File: config.mk
export PLATFORM = sky130hd
export DESIGN_NAME = addr_xlate_unit
export DESIGN_NICKNAME = d
export VERILOG_FILES = /design/src/rtl/xlate_pkg.sv /design/src/rtl/xlate_tlb.sv /design/src/rtl/xlate_walker.sv /design/src/rtl/xlate_fault_reg.sv /design/src/rtl/addr_xlate_unit.sv
export SDC_FILE = /design/constraint.sdc
export NUM_CORES = 2
export LEC_CHECK = 0
export ABC_AREA = 1
export BUFFER_PORTS_ARGS = -buffer_cell sky130_fd_sc_hd__buf_4
export CAP_MARGIN = 20
export CORE_ASPECT_RATIO = 0.9
export CORE_MARGIN = 10
export CORE_UTILIZATION = 56
export DETAILED_ROUTE_END_ITERATION = 7
export GPL_TIMING_DRIVEN = 0
export PLACE_DENSITY = 0.84
export SKIP_LAST_GASP = 1
export SYNTH_ARGS = -nofsm -noshare
export SYNTH_HDL_FRONTEND = slang
export SYNTH_SLANG_ARGS = --single-unit
File: constraint.sdc
create_clock -name clk -period 4.32 [get_ports clk]
set_input_delay 1.296 -clock clk [delete_from_list [all_inputs] [get_ports clk]]
set_output_delay 1.296 -clock clk [all_outputs]
set_load 0.02 [all_outputs]
File: src/rtl/xlate_pkg.sv
package xlate_pkg;

    localparam int VA_W         = 32;
    localparam int PAGE_W       = 12;
    localparam int VPN_W        = VA_W - PAGE_W;
    localparam int LOCAL_PA_W   = 28;
    localparam int HOST_PA_W    = 48;
    localparam int PPN_W        = HOST_PA_W - PAGE_W;
    localparam int LOCAL_PPN_W  = LOCAL_PA_W - PAGE_W;
    localparam int PTE_W        = 64;
    localparam int PTE_BYTES_LG = 3;

    // table entry bit positions
    localparam int PTE_PRESENT  = 0;
    localparam int PTE_HOST     = 1;
    localparam int PTE_WRITE    = 2;

    typedef struct packed {
        logic              valid;
        logic              host;
        logic              writable;
        logic [VPN_W-1:0]  vpn;
        logic [PPN_W-1:0]  ppn;
    } tlb_entry_t;

    typedef enum logic [1:0] {
        CAUSE_NONE  = 2'd0,
        CAUSE_NOMAP = 2'd1,
        CAUSE_PERM  = 2'd2
    } fault_cause_e;

    typedef enum logic {
        WALK_IDLE = 1'b0,
        WALK_READ = 1'b1
    } walk_state_e;

    // Decode a fetched table entry; local frames keep only the bits that fit.
    function automatic tlb_entry_t entry_from_pte(input logic [VPN_W-1:0] vpn,
                                                  input logic [PTE_W-1:0] pte);
        tlb_entry_t e;
        e.valid    = pte[PTE_PRESENT];
        e.host     = pte[PTE_HOST];
        e.writable = pte[PTE_WRITE];
        e.vpn      = vpn;
        e.ppn      = pte[PAGE_W +: PPN_W];
        if (!e.host) e.ppn[PPN_W-1:LOCAL_PPN_W] = '0;
        return e;
    endfunction

    function automatic logic [HOST_PA_W-1:0] form_paddr(input tlb_entry_t e,
                                                        input logic [PAGE_W-1:0] off);
        return {e.ppn, off};
    endfunction

endpackage

File: src/rtl/xlate_tlb.sv
module xlate_tlb
    import xlate_pkg::*;
#(
    parameter int ENTRIES = 16
) (
    input  logic             clk,
    input  logic             rst,
    input  logic             inval_all,
    input  logic [VPN_W-1:0] lk_vpn,
    output logic             lk_hit,
    output tlb_entry_t       lk_entry,
    input  logic             fill_en,
    input  tlb_entry_t       fill_entry
);
    localparam int IDX_W = (ENTRIES > 1) ? $clog2(ENTRIES) : 1;

    tlb_entry_t          slots [ENTRIES];
    logic [ENTRIES-1:0]  match;
    logic [ENTRIES-1:0]  occupied;
    logic [IDX_W-1:0]    rr_ptr;
    logic [IDX_W-1:0]    free_idx;
    logic                free_found;
    logic [IDX_W-1:0]    victim;

    generate
        for (genvar g = 0; g < ENTRIES; g++) begin : g_cmp
            assign occupied[g] = slots[g].valid;
            assign match[g]    = slots[g].valid && (slots[g].vpn == lk_vpn);
        end
    endgenerate

    always_comb begin
        lk_hit   = |match;
        lk_entry = '0;
        for (int i = 0; i < ENTRIES; i++) begin
            if (match[i]) lk_entry = slots[i];
        end
    end

    // lowest empty slot wins
    always_comb begin
        free_found = 1'b0;
        free_idx   = '0;
        for (int i = ENTRIES - 1; i >= 0; i--) begin
            if (!occupied[i]) begin
                free_found = 1'b1;
                free_idx   = IDX_W'(i);
            end
        end
    end

    assign victim = free_found ? free_idx : rr_ptr;

    always_ff @(posedge clk) begin
        if (rst) begin
            for (int i = 0; i < ENTRIES; i++) slots[i] <= '0;
            rr_ptr <= '0;
        end else if (inval_all) begin
            for (int i = 0; i < ENTRIES; i++) slots[i].valid <= 1'b0;
        end else if (fill_en) begin
            slots[victim] <= fill_entry;
            if (!free_found) begin
                rr_ptr <= (rr_ptr == IDX_W'(ENTRIES - 1)) ? '0 : rr_ptr + 1'b1;
            end
        end
    end

endmodule

File: src/rtl/xlate_walker.sv
module xlate_walker
    import xlate_pkg::*;
#(
    parameter logic [VA_W-1:0] TABLE_BASE = 32'h0010_0000
) (
    input  logic             clk,
    input  logic             rst,
    input  logic             start,
    input  logic [VPN_W-1:0] start_vpn,
    output logic             busy,
    output logic             mem_rd_valid,
    output logic [VA_W-1:0]  mem_rd_addr,
    input  logic             mem_rd_ack,
    input  logic [PTE_W-1:0] mem_rd_data,
    output logic             done,
    output logic [PTE_W-1:0] done_pte
);
    walk_state_e      state;
    logic [VPN_W-1:0] vpn_q;

    assign busy         = (state == WALK_READ);
    assign mem_rd_valid = (state == WALK_READ);
    assign mem_rd_addr  = TABLE_BASE + (VA_W'(vpn_q) << PTE_BYTES_LG);
    assign done         = (state == WALK_READ) && mem_rd_ack;
    assign done_pte     = mem_rd_data;

    always_ff @(posedge clk) begin
        if (rst) begin
            state <= WALK_IDLE;
            vpn_q <= '0;
        end else begin
            case (state)
                WALK_IDLE: if (start) begin
                    state <= WALK_READ;
                    vpn_q <= start_vpn;
                end
                WALK_READ: if (mem_rd_ack) state <= WALK_IDLE;
                default:   state <= WALK_IDLE;
            endcase
        end
    end

endmodule

File: src/rtl/xlate_fault_reg.sv
module xlate_fault_reg
    import xlate_pkg::*;
(
    input  logic            clk,
    input  logic            rst,
    input  logic            set,
    input  logic [VA_W-1:0] set_vaddr,
    input  fault_cause_e    set_cause,
    input  logic            clear,
    output logic            valid,
    output logic [VA_W-1:0] vaddr,
    output logic [1:0]      cause
);
    logic            valid_q;
    logic [VA_W-1:0] vaddr_q;
    fault_cause_e    cause_q;

    always_ff @(posedge clk) begin
        if (rst) begin
            valid_q <= 1'b0;
            vaddr_q <= '0;
            cause_q <= CAUSE_NONE;
        end else if (set && (!valid_q || clear)) begin
            valid_q <= 1'b1;
            vaddr_q <= set_vaddr;
            cause_q <= set_cause;
        end else if (clear) begin
            valid_q <= 1'b0;
            vaddr_q <= '0;
            cause_q <= CAUSE_NONE;
        end
    end

    assign valid = valid_q;
    assign vaddr = vaddr_q;
    assign cause = cause_q;

endmodule

File: src/rtl/addr_xlate_unit.sv
module addr_xlate_unit
    import xlate_pkg::*;
#(
    parameter int               ENTRIES    = 16,
    parameter logic [VA_W-1:0]  TABLE_BASE = 32'h0010_0000
) (
    input  logic                 clk,
    input  logic                 rst,
    input  logic                 req_valid,
    output logic                 req_ready,
    input  logic [VA_W-1:0]      req_vaddr,
    input  logic                 req_write,
    output logic                 rsp_valid,
    output logic                 rsp_fault,
    output logic                 rsp_host,
    output logic [HOST_PA_W-1:0] rsp_paddr,
    output logic                 mem_rd_valid,
    output logic [VA_W-1:0]      mem_rd_addr,
    input  logic                 mem_rd_ack,
    input  logic [PTE_W-1:0]     mem_rd_data,
    input  logic                 inval_all,
    input  logic                 fault_clear,
    output logic                 fault_valid,
    output logic [VA_W-1:0]      fault_vaddr,
    output logic [1:0]           fault_cause
);
    logic             busy;
    logic             accept;
    logic             lk_hit;
    tlb_entry_t       lk_entry;
    logic             walk_start;
    logic             walk_done;
    logic [PTE_W-1:0] walk_pte;
    tlb_entry_t       walk_entry;
    logic [VA_W-1:0]  pend_vaddr;
    logic             pend_write;

    logic             fin_valid;
    tlb_entry_t       fin_entry;
    logic             fin_write;
    logic [VA_W-1:0]  fin_vaddr;
    fault_cause_e     fin_cause;

    logic                 rsp_valid_q;
    logic                 rsp_fault_q;
    logic                 rsp_host_q;
    logic [HOST_PA_W-1:0] rsp_paddr_q;

    assign req_ready  = !busy && !rst;
    assign accept     = req_valid && req_ready;
    assign walk_start = accept && !lk_hit;
    assign walk_entry = entry_from_pte(pend_vaddr[VA_W-1:PAGE_W], walk_pte);

    xlate_tlb #(.ENTRIES(ENTRIES)) u_tlb (
        .clk        (clk),
        .rst        (rst),
        .inval_all  (inval_all),
        .lk_vpn     (req_vaddr[VA_W-1:PAGE_W]),
        .lk_hit     (lk_hit),
        .lk_entry   (lk_entry),
        .fill_en    (walk_done && walk_entry.valid),
        .fill_entry (walk_entry)
    );

    xlate_walker #(.TABLE_BASE(TABLE_BASE)) u_walk (
        .clk          (clk),
        .rst          (rst),
        .start        (walk_start),
        .start_vpn    (req_vaddr[VA_W-1:PAGE_W]),
        .busy         (busy),
        .mem_rd_valid (mem_rd_valid),
        .mem_rd_addr  (mem_rd_addr),
        .mem_rd_ack   (mem_rd_ack),
        .mem_rd_data  (mem_rd_data),
        .done         (walk_done),
        .done_pte     (walk_pte)
    );

    // request held while the walk runs
    always_ff @(posedge clk) begin
        if (rst) begin
            pend_vaddr <= '0;
            pend_write <= 1'b0;
        end else if (walk_start) begin
            pend_vaddr <= req_vaddr;
            pend_write <= req_write;
        end
    end

    // finishing translation: either a hit this cycle or a completed walk
    always_comb begin
        if (walk_done) begin
            fin_valid = 1'b1;
            fin_entry = walk_entry;
            fin_write = pend_write;
            fin_vaddr = pend_vaddr;
        end else begin
            fin_valid = accept && lk_hit;
            fin_entry = lk_entry;
            fin_write = req_write;
            fin_vaddr = req_vaddr;
        end
        if (!fin_entry.valid)                     fin_cause = CAUSE_NOMAP;
        else if (fin_write && !fin_entry.writable) fin_cause = CAUSE_PERM;
        else                                      fin_cause = CAUSE_NONE;
    end

    always_ff @(posedge clk) begin
        if (rst) begin
            rsp_valid_q <= 1'b0;
            rsp_fault_q <= 1'b0;
            rsp_host_q  <= 1'b0;
            rsp_paddr_q <= '0;
        end else begin
            rsp_valid_q <= fin_valid;
            rsp_fault_q <= fin_valid && (fin_cause != CAUSE_NONE);
            rsp_host_q  <= fin_valid && (fin_cause == CAUSE_NONE) && fin_entry.host;
            rsp_paddr_q <= (fin_valid && fin_cause == CAUSE_NONE)
                         ? form_paddr(fin_entry, fin_vaddr[PAGE_W-1:0]) : '0;
        end
    end

    assign rsp_valid = rsp_valid_q;
    assign rsp_fault = rsp_fault_q;
    assign rsp_host  = rsp_host_q;
    assign rsp_paddr = rsp_paddr_q;

    xlate_fault_reg u_fault (
        .clk       (clk),
        .rst       (rst),
        .set       (fin_valid && (fin_cause != CAUSE_NONE)),
        .set_vaddr (fin_vaddr),
        .set_cause (fin_cause),
        .clear     (fault_clear),
        .valid     (fault_valid),
        .vaddr     (fault_vaddr),
        .cause     (fault_cause)
    );

endmodule

==> results.json <==
{
  "hpwlAfterDp_mm": 118.4,
  "core_sq_mm": 0.08789,
  "cp_max_fo": 10,
  "avgRoutedWirePerCell_um": 24.60,
  "cap_violations": 0,
  "cts_max_level": 3,
  "failed_checks": "design-rule violations, negative setup slack",
  "syn_area_sq_mm": 0.04972,
  "ys_async_sr_fraction": 0,
  "status": "complete, but fails checks",
  "drt_wl_total_mm": 168.4,
  "grt_overflow": 0,
  "grtUsageTotal": 0.3184,
  "drt_pass1_iterations": 8,
  "die_w_um": 334.1,
  "pin_count": 223,
  "leakage_uw": 0.02296,
  "setup_viol": 4,
  "start_util": 0.5657,
  "final-seq-area_sq_mm": 0.03123,
  "portBuffers": 174,
  "clockBufferDepth": 3,
  "area_delta_synth_final_pct": 15.75,
  "power_density_mw_per_mm2": 395.8,
  "synthSimpleGateAreaFrac": 0.2181,
  "finalCritPeriodShare": 1.008,
  "die-area_sq_mm": 0.1011,
  "final.fill_count": 6438,
  "cpMaxStageDelayCell": "clkbuf_1",
  "synth_top_family_by_area": "simple AND/OR/NAND/NOR gates",
  "vias": 42110,
  "critical_path_arrival_ns": 4.99,
  "cts_sinks": 1088,
  "drive_gt1_frac": 0.1353,
  "timing.hold.ws_ns": 0.4666,
  "synthAdderAreaFrac": 0.0005033,
  "critPathRequiredTime_ns": 4.96,
  "syn-instance-count": 5269,
  "final_antenna_net_count": 0,
  "synth_mux_area_frac": 0,
  "antenna_found_initial": 6,
  "clk_pin_slew_ns": 0.06,
  "num_rows": 103,
  "ys_seq_area_frac": 0.6281,
  "power.total_uw": 22780,
  "worst_slew_pin_slew_ns": 1.284,
  "crit_type": "input pin to flop",
  "grt_pass1_wl_mm": 242.0,
  "slew_headroom": 0.1441,
  "synth_compound_area_frac": 0.08163,
  "fin_worst_skew_ns": 0.02655,
  "cts_tree": "yes",
  "crit_buf_inv": 8,
  "multiInputGateArea_sq_mm": 0.01626,
  "startpoint_type": "input pin",
  "rsz0062_at_grt": "true",
  "yosys-top-cells-count": "1292 x nor2_1, 1037 x nand2_1, 944 x edfxtp_1",
  "cts_inserted_buffers": 108,
  "vias_per_cell": 6.152,
  "layout.cells.non_filler": 6845,
  "synth_top_area_frac": 0.5701,
  "synth-seq-cells": 1088,
  "postLayoutCoreUtil": 0.6548,
  "synthTopCellsByArea": "edfxtp_1 57%, nor2_1 9.8%, nand2_1 7.8%",
  "drt_iter0_markers": 8353,
  "worstSkewPairLatency_ns": 0.71,
  "cp_top_family": "buffers and inverters",
  "drcViolationCount": 3,
  "cp_slowest_stage_delay_ns": 0.51,
  "fmax_mhz": 229.7,
  "crit_chain": "buf_8, inv_2, buf_6, buf_12, buf_8, o22ai_1, a221oi_1, o2111ai_1, nor4_2, nand3_2, clkinv_4, buf_12, clkbuf_1, nand2_1, nand2_2, nand2_1, nand2_1, nand2_1, nand2_1, nand2_1, a21oi_1",
  "synth_ff_type": "edfxtp_1",
  "placed_cells": 6618,
  "synth_edf_count": 944,
  "grt_pass1_vias": 38960,
  "final_hold_viol_count": 0,
  "nets": 5700,
  "diodes": 0,
  "slew_viol_final": 0,
  "hold_path_class": "flop to flop",
  "yosysTopAreaCell": "edfxtp_1",
  "cts-root-buf": "clkbuf_16",
  "setup_ws_ns": -0.03418,
  "endpoint_kind": "flop",
  "post-route-min-period_ns": 4.354,
  "place.gp.congestion": 0.9925,
  "vdd_drop_max_uv": 347.3,
  "synth.most_common_cell": "nor2_1",
  "syn_area_per_cell_sq_um": 9.437,
  "synth_xor_area_frac": 0.01303,
  "grt_max_degree": 59,
  "hold_buffers": 0,
  "ys_types": 52,
  "fp.dieH_um": 302.7,
  "ys_warn_count": 0,
  "crit_top_cell": "nand2_1"
}
==> cells by family after synthesis <==
family | count (synthesis)
simple gates | 2685
buf+inv | 687
flops | 1088
other cells | 1
compound gates | 732
xor+xnor | 74
fa+ha+maj | 2
==> final timing paths <==
path	cells past startpoint	from	slack, ns	end
max	21	req_vaddr[21]	-0.03	rsp_host
min	2	u_walk.vpn_q[5]	0.47	u_walk.vpn_q[5]
max reg2reg	17	u_tlb.slots[14][58]	0.21	u_tlb.slots[5][25]
min reg2reg	2	u_walk.vpn_q[5]	0.47	u_walk.vpn_q[5]
==> per-layer routing <==
layer | global-route usage | share of wire | routed length, um | up-vias
met5 | 0 | 0.00034 | 57 | -
met4 | 0.1429 | 0.044 | 7388 | 8
met3 | 0.1159 | 0.18 | 30610 | 525
met2 | 0.4623 | 0.42 | 71010 | 3673
met1 | 0.4267 | 0.35 | 59340 | 19740
li1 | - | - | - | 18170
==> registers in the layout, summed over array words and instances, names as in the netlist <==
signal,flops
rsp_fault,1
u_walk.busy,1
pend_write,1
rsp_paddr,48
u_fault.valid,1
rsp_host,1
pend_vaddr,32
u_walk.vpn_q,20
u_fault.cause,2
u_fault.vaddr,32
rsp_valid,1
u_tlb.slots,944
u_tlb.rr_ptr,4
==> stage by stage <==
step | setup WS, ns | setup TNS, ns | instance area [sq um]
finish | -0.03418 | -0.08278 | 57550
global route | -0.04331 | -0.4146 | 57550
CTS | -0.07197 | -3.661 | 56820
detailed placement | -1.569 | -1299.71 | 52780
global placement | -2.570 | -1951.85 | 52540
floorplan | -0.2521 | -85.81 | 49790
==> worst register-to-register path: cells and delay by family (launching register included) <==
family | cells | cell delay, ns
simple gates | 5 | 0.83
flops | 1 | 0.55
buf+inv | 4 | 1.22
compound gates | 8 | 1.12
==> where the power goes <==
part / total (uW) / internal, uW / switching [uW]
clock: 9580 / 5410 / 4170
sequential: 11900 / 11700 / 154
combinational: 1320 / 333 / 986
==> final cells by class <==
cell class / count / share of cell area
Multi-Input combinational cell: 3509 / 0.2825
Sequential cell: 1088 / 0.5426
Clock buffer: 138 / 0.04909
Buffer: 392 / 0.03668
Clock inverter: 67 / 0.01226
Inverter: 279 / 0.01933
Tap cell: 1155 / 0.02511
Timing Repair Buffer: 217 / 0.03239
==> repair_timing <==
| item | CTS | global route |
|---|---|---|
| gates cloned | 4 | 2 |
| endpoints found under the setup margin | 1067 | 797 |
| buffers inserted | 11 | 20 |
| pin swaps | 6 | 17 |
| resized for setup | 157 | 222 |
==> cell usage in the layout (no fill, tap or decap), drive strengths merged, types with 49 or more instances in the layout <==
master / count
buf: 348
or2: 73
dfxtp: 144
nand3: 162
clkinv: 75
inv: 250
o22ai: 49
clkbuf: 398
a21oi: 339
nand2: 1045
nor2: 1299
edfxtp: 944
o21ai: 259
nand4: 54
(Power assumes the default switching activity.)
